File: src/rtl/intctl8_pkg.sv
package intctl8_pkg;
  typedef enum logic [1:0] {
    SEQ_RUN  = 2'd0,
    SEQ_BASE = 2'd1,
    SEQ_CASC = 2'd2,
    SEQ_MODE = 2'd3
  } seq_e;

  // command byte bit positions
  localparam int CB_START   = 4;
  localparam int CB_STATSEL = 3;
  localparam int CB_NEED4   = 0;
  localparam int CB_SINGLE  = 1;
  localparam int CB_LEVEL   = 3;
  localparam int CB_RDVALID = 1;
  localparam int CB_RDISR   = 0;
  localparam int MW_AUTO    = 1;

  localparam logic [2:0] EOI_SPEC = 3'b011;
  localparam logic [2:0] EOI_ANY  = 3'b001;
endpackage

File: src/rtl/intctl8_prio.sv
module intctl8_prio #(
  parameter int N = 8,
  localparam int LW = $clog2(N)
) (
  input  logic [N-1:0]  vec_i,
  output logic          any_o,
  output logic [LW-1:0] idx_o
);
  always_comb begin
    any_o = |vec_i;
    idx_o = '0;
    for (int i = N - 1; i >= 0; i--) begin
      if (vec_i[i]) idx_o = LW'(i);
    end
  end
endmodule

File: src/rtl/intctl8_req.sv
module intctl8_req #(
  parameter int N = 8
) (
  input  logic         clk,
  input  logic         rst,
  input  logic [N-1:0] irq_i,
  input  logic         level_i,
  input  logic         clr_all_i,
  input  logic [N-1:0] take_i,
  output logic [N-1:0] irr_o
);
  logic [N-1:0] prev_q;

  for (genvar g = 0; g < N; g++) begin : g_line
    always_ff @(posedge clk) begin
      if (rst) begin
        prev_q[g] <= 1'b0;
        irr_o[g]  <= 1'b0;
      end else begin
        prev_q[g] <= irq_i[g];
        if (clr_all_i)
          irr_o[g] <= 1'b0;
        else if (level_i)
          irr_o[g] <= irq_i[g];
        else
          irr_o[g] <= (irr_o[g] | (irq_i[g] & ~prev_q[g])) & irq_i[g] & ~take_i[g];
      end
    end
  end
endmodule

File: src/rtl/intctl8_cfg.sv
module intctl8_cfg
  import intctl8_pkg::*;
#(
  parameter int DW = 8,
  localparam int LW = $clog2(DW),
  localparam int BW = DW - LW
) (
  input  logic          clk,
  input  logic          rst,
  input  logic          wr_en_i,
  input  logic          addr_i,
  input  logic [DW-1:0] wdata_i,
  output logic [DW-1:0] mask_o,
  output logic [BW-1:0] base_o,
  output logic [DW-1:0] casc_o,
  output logic          level_o,
  output logic          aeoi_o,
  output logic          rsel_o,
  output logic          init_o,
  output logic          eoi_sp_o,
  output logic          eoi_ns_o,
  output logic [LW-1:0] eoi_line_o
);
  seq_e state_q;
  logic single_q, need4_q;
  logic cmd_wr, dat_wr, ocw_ok;

  assign cmd_wr     = wr_en_i && !addr_i;
  assign dat_wr     = wr_en_i && addr_i;
  assign init_o     = cmd_wr && wdata_i[CB_START];
  assign ocw_ok     = cmd_wr && !wdata_i[CB_START] && (state_q == SEQ_RUN);
  assign eoi_sp_o   = ocw_ok && !wdata_i[CB_STATSEL] && (wdata_i[DW-1:DW-3] == EOI_SPEC);
  assign eoi_ns_o   = ocw_ok && !wdata_i[CB_STATSEL] && (wdata_i[DW-1:DW-3] == EOI_ANY);
  assign eoi_line_o = wdata_i[LW-1:0];

  always_ff @(posedge clk) begin
    if (rst) begin
      state_q  <= SEQ_RUN;
      mask_o   <= '1;
      base_o   <= '0;
      casc_o   <= '0;
      level_o  <= 1'b0;
      aeoi_o   <= 1'b0;
      rsel_o   <= 1'b0;
      single_q <= 1'b0;
      need4_q  <= 1'b0;
    end else if (init_o) begin
      state_q  <= SEQ_BASE;
      single_q <= wdata_i[CB_SINGLE];
      level_o  <= wdata_i[CB_LEVEL];
      need4_q  <= wdata_i[CB_NEED4];
      aeoi_o   <= 1'b0;
      mask_o   <= '0;
      rsel_o   <= 1'b0;
    end else if (ocw_ok && wdata_i[CB_STATSEL] && wdata_i[CB_RDVALID]) begin
      rsel_o <= wdata_i[CB_RDISR];
    end else if (dat_wr) begin
      unique case (state_q)
        SEQ_BASE: begin
          base_o <= wdata_i[DW-1:LW];
          if (!single_q)    state_q <= SEQ_CASC;
          else if (need4_q) state_q <= SEQ_MODE;
          else              state_q <= SEQ_RUN;
        end
        SEQ_CASC: begin
          casc_o  <= wdata_i;
          state_q <= need4_q ? SEQ_MODE : SEQ_RUN;
        end
        SEQ_MODE: begin
          aeoi_o  <= wdata_i[MW_AUTO];
          state_q <= SEQ_RUN;
        end
        default: mask_o <= wdata_i;
      endcase
    end
  end
endmodule

File: src/rtl/intctl8_top.sv
module intctl8_top #(
  parameter int DW = 8,
  localparam int LW = $clog2(DW),
  localparam int BW = DW - LW
) (
  input  logic          clk,
  input  logic          rst,
  input  logic          wr_en_i,
  input  logic          rd_en_i,
  input  logic          addr_i,
  input  logic [DW-1:0] wdata_i,
  output logic [DW-1:0] rdata_o,
  input  logic [DW-1:0] irq_i,
  output logic          cpu_int_o,
  input  logic          ack_i,
  output logic          vec_vld_o,
  output logic [DW-1:0] vector_o,
  output logic [DW-1:0] casc_cfg_o
);
  logic [DW-1:0] mask_w, irr_w, isr_q, pend_w, take_w, eoi_clr, set_w;
  logic [BW-1:0] base_w;
  logic          level_w, aeoi_w, rsel_w, init_w, eoi_sp_w, eoi_ns_w;
  logic [LW-1:0] eoi_line_w, pend_idx, isr_idx;
  logic          pend_any, isr_any, grant_ok, take_now;

  intctl8_cfg #(.DW(DW)) cfg_i (
    .clk(clk), .rst(rst), .wr_en_i(wr_en_i), .addr_i(addr_i), .wdata_i(wdata_i),
    .mask_o(mask_w), .base_o(base_w), .casc_o(casc_cfg_o), .level_o(level_w),
    .aeoi_o(aeoi_w), .rsel_o(rsel_w), .init_o(init_w), .eoi_sp_o(eoi_sp_w),
    .eoi_ns_o(eoi_ns_w), .eoi_line_o(eoi_line_w)
  );

  intctl8_req #(.N(DW)) req_i (
    .clk(clk), .rst(rst), .irq_i(irq_i), .level_i(level_w), .clr_all_i(init_w),
    .take_i(take_w), .irr_o(irr_w)
  );

  assign pend_w = irr_w & ~mask_w;

  intctl8_prio #(.N(DW)) pend_prio_i (.vec_i(pend_w), .any_o(pend_any), .idx_o(pend_idx));
  intctl8_prio #(.N(DW)) isr_prio_i  (.vec_i(isr_q),  .any_o(isr_any),  .idx_o(isr_idx));

  assign grant_ok = pend_any && (!isr_any || (pend_idx < isr_idx));
  assign take_now = ack_i && grant_ok;
  assign take_w   = take_now ? (DW'(1) << pend_idx) : '0;
  assign set_w    = aeoi_w ? '0 : take_w;

  always_comb begin
    eoi_clr = '0;
    if (eoi_sp_w)                eoi_clr = DW'(1) << eoi_line_w;
    else if (eoi_ns_w && isr_any) eoi_clr = DW'(1) << isr_idx;
  end

  always_ff @(posedge clk) begin
    if (rst) begin
      isr_q     <= '0;
      cpu_int_o <= 1'b0;
      vec_vld_o <= 1'b0;
      vector_o  <= '0;
      rdata_o   <= '0;
    end else begin
      cpu_int_o <= grant_ok;
      vec_vld_o <= ack_i;
      if (ack_i) vector_o <= {base_w, take_now ? pend_idx : {LW{1'b1}}};
      if (rd_en_i) rdata_o <= addr_i ? mask_w : (rsel_w ? isr_q : irr_w);
      if (init_w) isr_q <= '0;
      else        isr_q <= (isr_q & ~eoi_clr) | set_w;
    end
  end
endmodule

File: config.mk
export PLATFORM = sky130hd
export DESIGN_NAME = intctl8_top
export DESIGN_NICKNAME = d
export VERILOG_FILES = /design/src/rtl/intctl8_pkg.sv /design/src/rtl/intctl8_prio.sv /design/src/rtl/intctl8_req.sv /design/src/rtl/intctl8_cfg.sv /design/src/rtl/intctl8_top.sv
export SDC_FILE = /design/constraint.sdc
export NUM_CORES = 1
export LEC_CHECK = 0
export ABC_CLOCK_PERIOD_IN_PS = 2900
export BUFFER_PORTS_ARGS = -buffer_cell sky130_fd_sc_hd__buf_2
export CAP_MARGIN = 20
export CORE_MARGIN = 1.5
export CORE_UTILIZATION = 57
export CTS_CLUSTER_DIAMETER = 200
export DETAILED_ROUTE_END_ITERATION = 12
export HOLD_SLACK_MARGIN = 0.15
export PLACE_DENSITY_LB_ADDON = 0.25
export SETUP_SLACK_MARGIN = 0.1
export SLEW_MARGIN = 20
export SYNTH_ARGS = -nofsm -noshare
export SYNTH_HDL_FRONTEND = slang
export SYNTH_HIERARCHICAL = 1
export SYNTH_SLANG_ARGS = --single-unit
File: constraint.sdc
create_clock -name clk -period 2.9 [get_ports clk]
set_input_delay 0.58 -clock clk [delete_from_list [all_inputs] [get_ports clk]]
set_output_delay 0.58 -clock clk [all_outputs]
set_load 0.005 [all_outputs]
==> out/qor.txt, run 1 <==
Row cnt: 27
Initial core utilization: 60.1%
Area grow syn2layout: 12.8%
Class of the most critical hold timing path: flop to flop
WS Path Type: flop to flop
Critical Path Slowest Stage Cell: dfxtp_1
Final Hold Slack: 0.452 ns
Final Max Tran Viols: 0
Proportion of synthesized chip area in sequential cells: 41.6%
Dominant cell by count in the synthesized netlist: dfxtp_1
Core utilization of the finished layout: 67.8%
Crit Path Max Fanout: 16
Seq pwr share: 49.5%
Synthesized Nets: 383
Cell types with the highest counts after synthesis: dfxtp_1 (70), nand2_1 (41), a21oi_1 (24), nor2_1 (24), mux2i_1 (18)
Net count reported at finish: 424
Synth top area cells: dfxtp_1 (42%), mux2i_1 (5.3%), nand2_1 (4.6%)
Clock latency on the worst-skew pair: 0.35 ns
Met3 demand-to-capacity share in global routing: 6.86%
CTS tree: built
Number of antenna violations at the first check in global routing: 0
Total vias in the final route: 2769
Reg-to-Reg Start: req_i/irr_o[4]
Area share of the leading cell type in the synthesized netlist: 41.6%
TritonRoute pass-1 iters: 4
ANT cells: 0
Clock transition at the registers of the reported paths: 0.07 ns
Number of ports placed on the die boundary: 48
End point of the critical path: req_i/irr_o[5]
Number of synthesis warnings: 6
Fraction of power consumed by the clock network: 37.8%
Critical path, cell by cell: nor2b_1, nor4_2, and3b_1, ha_1, o21ai_1, a22oi_1, buf_4, nor3_1, a21oi_1, o211a_1
Maximum number of pins on one net before global-route repair: 39
PortBufs: 47
Internal power: 0.00154 W
Total routed wirelength: 7820 um
Antenna Nets Post-Route: 0
Number of flip-flops and latches in the synthesized netlist: 70
Synthesized area per cell: 9.39 um2
Core region area: 5610 um2
Aggregate global routing overflow: 0
Avg WL per Cell: 16.4 um
Worst-case clock skew: 0.00762 ns
Logic depth of the worst register-to-register path: 10
Achievable frequency: 395 MHz
Number of instances in the synthesized netlist: 359
Minimum clock period: 2.53 ns
Detailed-route DRC error count: 0
Global-route track usage on met1: 34.4%
Estimated wirelength of the detail-placed design: 5640 um
Total global routing track utilization: 26.4%
Leakage power of the design: 1.67 nW
Fillcell total: 470
Proportion of register bits with asynchronous set or reset after synthesis: 0%
Die area: 6390 um2
CTS Hold Buffers Added: 0
Largest delay contributor family on the critical path: simple AND/OR/NAND/NOR gates
Start point of the critical path: req_i/irr_o[4]
Y dimension of the die: 79.9 um
Clk buf depth: 2
Number of CTS-inserted buffers: 9
Worst EP required: 3.15 ns
Busiest layer in global routing: met2
Vias/cell: 5.81
CTS Root Cell: clkbuf_8
Maximum cell stage delay along the critical path: 0.35 ns
Number of global-route vias before repair: 2577
Area of the mapped netlist: 3370 um2
Number of different library cells in the post-synthesis netlist: 55
Unrepaired setup endpoints after global routing: false
Final count of hold timing violations: 0
Post-synth EDFFs: 0
Outcome: completed
Cell Count Post-Placement: 461
Main synth FF type: dfxtp_1
Filler-free cell count of the finished design: 477
Wire length of the first global-routing pass: 12700 um
Nature of the critical path startpoint: flop
Switching Power: 0.000562 W
Max_slew headroom: 53.9%
Proportion of layout cells with a drive suffix above 1: 24.0%
Final TNS setup: 0 ns
Die outline width: 79.9 um
Share of total power in combinational logic: 12.7%
Count of final setup violators: 0
Switching share of power: 26.8%
Routing usage on met2: 41.7%
Sum of buffers and inverters on the critical path: 1
Setup slack on the worst flop-to-flop path: 0.37 ns
MaxCap Viol Count: 0
Post-route clock period utilization: 87.4%
Iteration-0 DRC count of the detailed router: 224
Power per cell area: 553 nW/um2
RR Endpoint: req_i/irr_o[5]
Area leader, netlist: dfxtp_1
Worst path arrival time: 2.78 ns
Path length in cells of the critical path: 10
Number of clock sinks: 70
Buffer count from post-CTS setup fixing: 0
Slew @ Worst Pin: 0.691 ns
Area after DPL: 3600 um2
Final Wtd Congestion: 0.943
Capturing element type of the critical path: flop
Final instance area: 3800 um2
Maximum level of the CTS H-tree: 3
Highest ir drop seen on vdd: 0.436 mV
-- cell usage in the layout (no fill, tap or decap), types with 2 or more instances in the layout --
cell	instances
clkbuf_8	10
o41ai_1	2
o21bai_1	2
inv_1	16
and3b_1	3
buf_4	5
a221o_1	8
nand3_1	6
o31a_1	2
o211a_1	8
o41ai_2	8
o21ai_2	2
buf_2	47
clkinv_2	2
nor3_1	8
dfxtp_1	70
o22ai_1	8
mux2_1	8
nand4b_1	3
o2111ai_1	9
a21oi_1	24
and2b_1	2
nor3b_2	2
nand2b_1	14
ha_1	2
nand2_1	41
nor2_1	24
mux2i_1	18
nor4_2	2
and2b_2	8
o21ai_0	3
nor2b_1	12
and4b_1	2
-- tightest hold or removal path: stages (launching register included) --
cell     delay (ns)
dfxtp_1        0.31
nand2_1        0.05
a21oi_1        0.05
-- registers in the layout, summed over array words and instances, names as in the netlist, 2 cells and up --
| register | count |
|---|---|
| req_i/irr_o | 8 |
| rdata_o | 8 |
| cfg_i/casc_o | 8 |
| vector_o | 8 |
| cfg_i/state_q | 2 |
| isr_q | 8 |
| cfg_i/mask_o | 8 |
| cfg_i/base_o | 5 |
| req_i/prev_q | 8 |
-- final cells by class --
class	count	area [um2]	share of cell area [%]
Tap cell	72	90.1	2.37
Sequential cell	70	1400	36.9
Clock buffer	11	141	3.72
Timing Repair Buffer	52	273	7.17
Clock inverter	5	57.6	1.51
Inverter	17	63.8	1.68
Multi-Input combinational cell	250	1780	46.7
-- layer usage --
metal / vias up / share of wire, % / routed length [um]
met3: 17 / 5.6 / 441
met5: - / 0 / 0
met1: 1300 / 46 / 3570
met2: 79 / 47 / 3650
met4: 0 / 2.1 / 166
li1: 1373 / - / -
-- power groups by stage --
stage | clock (W) | combinational (W) | sequential (W)
6_report | 0.000794 | 0.000267 | 0.00104
5_1_grt | 0.000852 | 0.000294 | 0.00104
4_1_cts | 0.000808 | 0.000264 | 0.00104
3_5_place_dp | 0 | 0.000262 | 0.00106
3_3_place_gp | 0 | 0.000259 | 0.00106
2_1_floorplan | 0 | 0.000192 | 0.00105
-- worst min path at each step --
stage                                from               to  slack, ns  depth (start not counted)
after CTS                 cfg_i/casc_o[0]  cfg_i/casc_o[0]       0.45                          2
after detailed placement  cfg_i/casc_o[6]  cfg_i/casc_o[6]       0.44                          2
after floorplan           cfg_i/base_o[0]  cfg_i/base_o[0]       0.44                          2
final                     cfg_i/casc_o[5]  cfg_i/casc_o[5]       0.45                          2
after global routing             irq_i[5]  req_i/prev_q[5]       0.46                          2
after global placement    cfg_i/casc_o[5]  cfg_i/casc_o[5]       0.44                          2
-- kinds of logic after synthesis --
| group | Yosys count | share of synthesized area [%] |
|---|---|---|
| AO/OA/AOI/OAI | 83 | 20.0 |
| AND/OR/NAND/NOR | 139 | 23.9 |
| adder cells (fa/ha/maj) | 2 | 0.742 |
| multiplexers | 26 | 8.01 |
| flip-flops | 70 | 41.6 |
| buffers and inverters | 39 | 5.79 |
-- per-stage QoR --
stage               power (W)  setup WS, ns
CTS                   0.00211         0.275
detailed placement    0.00132         0.349
finish                0.00210         0.366
global placement      0.00132         0.476
global route          0.00219         0.193
floorplan             0.00124         0.713
-- repair_timing --
item                       4_1_cts  5_1_grt
hold endpoints to repair         0        0
resized for setup                0        1
setup endpoints to repair        0        4
Power figures use the tool's default switching activity.
==> inputs of run 2 (changes only) <==
--- a/config.mk
+++ b/config.mk
@@ -5,11 +5,12 @@
 export SDC_FILE = /design/constraint.sdc
 export NUM_CORES = 1
 export LEC_CHECK = 0
-export ABC_CLOCK_PERIOD_IN_PS = 2900
+export ABC_CLOCK_PERIOD_IN_PS = 3000
 export BUFFER_PORTS_ARGS = -buffer_cell sky130_fd_sc_hd__buf_2
 export CAP_MARGIN = 20
+export CORE_ASPECT_RATIO = 1.25
 export CORE_MARGIN = 1.5
-export CORE_UTILIZATION = 57
+export CORE_UTILIZATION = 60
 export CTS_CLUSTER_DIAMETER = 200
 export DETAILED_ROUTE_END_ITERATION = 12
 export HOLD_SLACK_MARGIN = 0.15
==> constraint.sdc (replaced) <==
create_clock -name clk -period 3 [get_ports clk]
set_input_delay 0.6 -clock clk [delete_from_list [all_inputs] [get_ports clk]]
set_output_delay 0.6 -clock clk [all_outputs]
set_load 0.1 [all_outputs]
==> out/qor.txt, run 2 (same netlist as run 1, synthesis figures left out) <==
Reg-to-Reg Start: req_i/irr_o[5]
Critical path, cell by cell: nor2b_1, a21oi_1, o41ai_1, o21ai_2, a22oi_1, buf_4, nor3_1, a21oi_1, o211a_1
Aggregate global routing overflow: 0
Die outline width: 70.1 um
CTS Root Cell: clkbuf_8
Cell seen most often among critical-path stages: a21oi_1
Total routed wirelength: 8060 um
Most frequent standard cell in the layout excluding fill and tap cells: dfxtp_1
Number of antenna violations at the first check in global routing: 0
Final Max Tran Viols: 0
Estimated wirelength of the detail-placed design: 5790 um
Clock latency on the worst-skew pair: 0.34 ns
WS Path Type: flop to flop
Count of final setup violators: 0
Core region area: 5440 um2
Nature of the critical path startpoint: flop
Worst EP required: 3.27 ns
Die area: 6080 um2
Capturing element type of the critical path: flop
Minimum setup slack in the final design: 0.254 ns
Logic depth of the worst register-to-register path: 9
Y dimension of the die: 86.8 um
Iteration-0 DRC count of the detailed router: 268
Final TNS setup: 0 ns
Number of ports placed on the die boundary: 48
Clock transition at the registers of the reported paths: 0.07 ns
Detailed-route DRC error count: 0
Clk buf depth: 2
Achievable frequency: 364 MHz
Row cnt: 30
Class of the most critical hold timing path: flop to flop
Maximum cell stage delay along the critical path: 0.59 ns
Critical Path Slowest Stage Cell: o41ai_1
Maximum number of pins on one net before global-route repair: 35
Vias/cell: 6.07
Maximum level of the CTS H-tree: 3
Max_slew headroom: 53.0%
End point of the critical path: req_i/irr_o[2]
MaxCap Viol Count: 0
Area grow syn2layout: 12.9%
Hold path start: cfg_i/base_o[2]
Worst-case clock skew: 0.00394 ns
Final Wtd Congestion: 0.956
Number of global-route vias before repair: 2707
Initial core utilization: 62.0%
Net count reported at finish: 423
Leakage power of the design: 1.67 nW
Fillcell total: 410
Minimum clock period: 2.75 ns
Total global routing track utilization: 27.6%
Top library cells by usage in the layout, fill and taps aside: dfxtp_1 (70), buf_2 (47), nand2_1 (41)
Worst setup slack after placement: 0.265 ns
Power per cell area: 581 nW/um2
Number of clock sinks: 70
Antenna Nets Post-Route: 0
Number of CTS-inserted buffers: 9
Proportion of layout cells with a drive suffix above 1: 24.0%
Highest ir drop seen on vdd: 0.374 mV
CTS tree: built
Setup slack on the worst flop-to-flop path: 0.25 ns
RR Endpoint: req_i/irr_o[2]
Post-route clock period utilization: 91.5%
Cell Count Post-Placement: 452
Outcome: completed
Unrepaired setup endpoints after global routing: false
Wire length of the first global-routing pass: 13100 um
Filler-free cell count of the finished design: 468
TritonRoute pass-1 iters: 4
Crit Path Max Fanout: 16
Total vias in the final route: 2839
Start point of the critical path: req_i/irr_o[5]
Slew @ Worst Pin: 0.695 ns
Final count of hold timing violations: 0
Avg WL per Cell: 17.2 um
ANT cells: 0
Worst path arrival time: 3.02 ns
PortBufs: 47
run 2: cell count changes in the layout (fill, tap and decap cells not counted):
cell,before,now
clkbuf_1,1,0
clkinv_4,1,0
inv_6,1,0
buf_4,5,4
bufinv_16,1,2
clkinvlp_4,0,2
run 2: what timing repair did:
action,4_1_cts,5_1_grt
setup endpoints to repair,0,8
buffers inserted,0,0
gates resized for setup,0,1
hold buffers,0,0
run 2: per-layer routing:
layer / track usage (%) / vias to the layer above / wire (um)
li1: - / 1369 / -
met3: 4.53 / 20 / 389
met1: 33.7 / 1351 / 3280
met5: 0 / - / 0
met2: 47.7 / 99 / 4120
met4: 12.6 / 0 / 269
run 2: layout make-up:
class / count / area [um2] / area share (%)
inverter: 17 / 63.8 / 1.68
tap: 64 / 80.1 / 2.10
sequential: 70 / 1400 / 36.8
multi-input combinational: 250 / 1780 / 46.6
clock inverter: 6 / 85.1 / 2.23
clock buffer: 10 / 138 / 3.61
timing repair buffer: 51 / 265 / 6.96
run 2: through the flow:
| step | utilization, % | power (W) | area, um2 | hold WS [ns] |
|---|---|---|---|---|
| 2_1_floorplan | - | 0.00131 | 3370 | 0.436 |
| 3_3_place_gp | 65.9 | 0.00138 | 3590 | 0.439 |
| 3_5_place_dp | 65.9 | 0.00139 | 3590 | 0.447 |
| 4_1_cts | 70.0 | 0.00222 | 3810 | 0.458 |
| 5_1_grt | 70.0 | 0.00229 | 3810 | 0.484 |
| 6_report | 70.0 | 0.00221 | 3810 | 0.456 |
run 2: worst min path at each step:
| stage | to | cells after the start | slack, ns |
|---|---|---|---|
| finish | cfg_i/base_o[2] | 2 | 0.46 |
| global route | cfg_i/base_o[4] | 2 | 0.48 |
| detailed placement | cfg_i/casc_o[2] | 2 | 0.45 |
| CTS | cfg_i/casc_o[2] | 2 | 0.46 |
| floorplan | cfg_i/base_o[0] | 2 | 0.44 |
| global placement | cfg_i/casc_o[3] | 2 | 0.44 |
run 2: power breakdown:
part | internal [W] | switching (W)
sequential | 0.000972 | 0.0000331
clock | 0.000488 | 0.000351
combinational | 0.000104 | 0.000263
run 2: worst max-delay path: cells and delay by family (launching register included):
kind,cells,cell delay (ns)
AOI/OAI and AO/OA,6,1.54
and+or+nand+nor,2,0.41
DFF,1,0.40
buffers and inverters,1,0.33
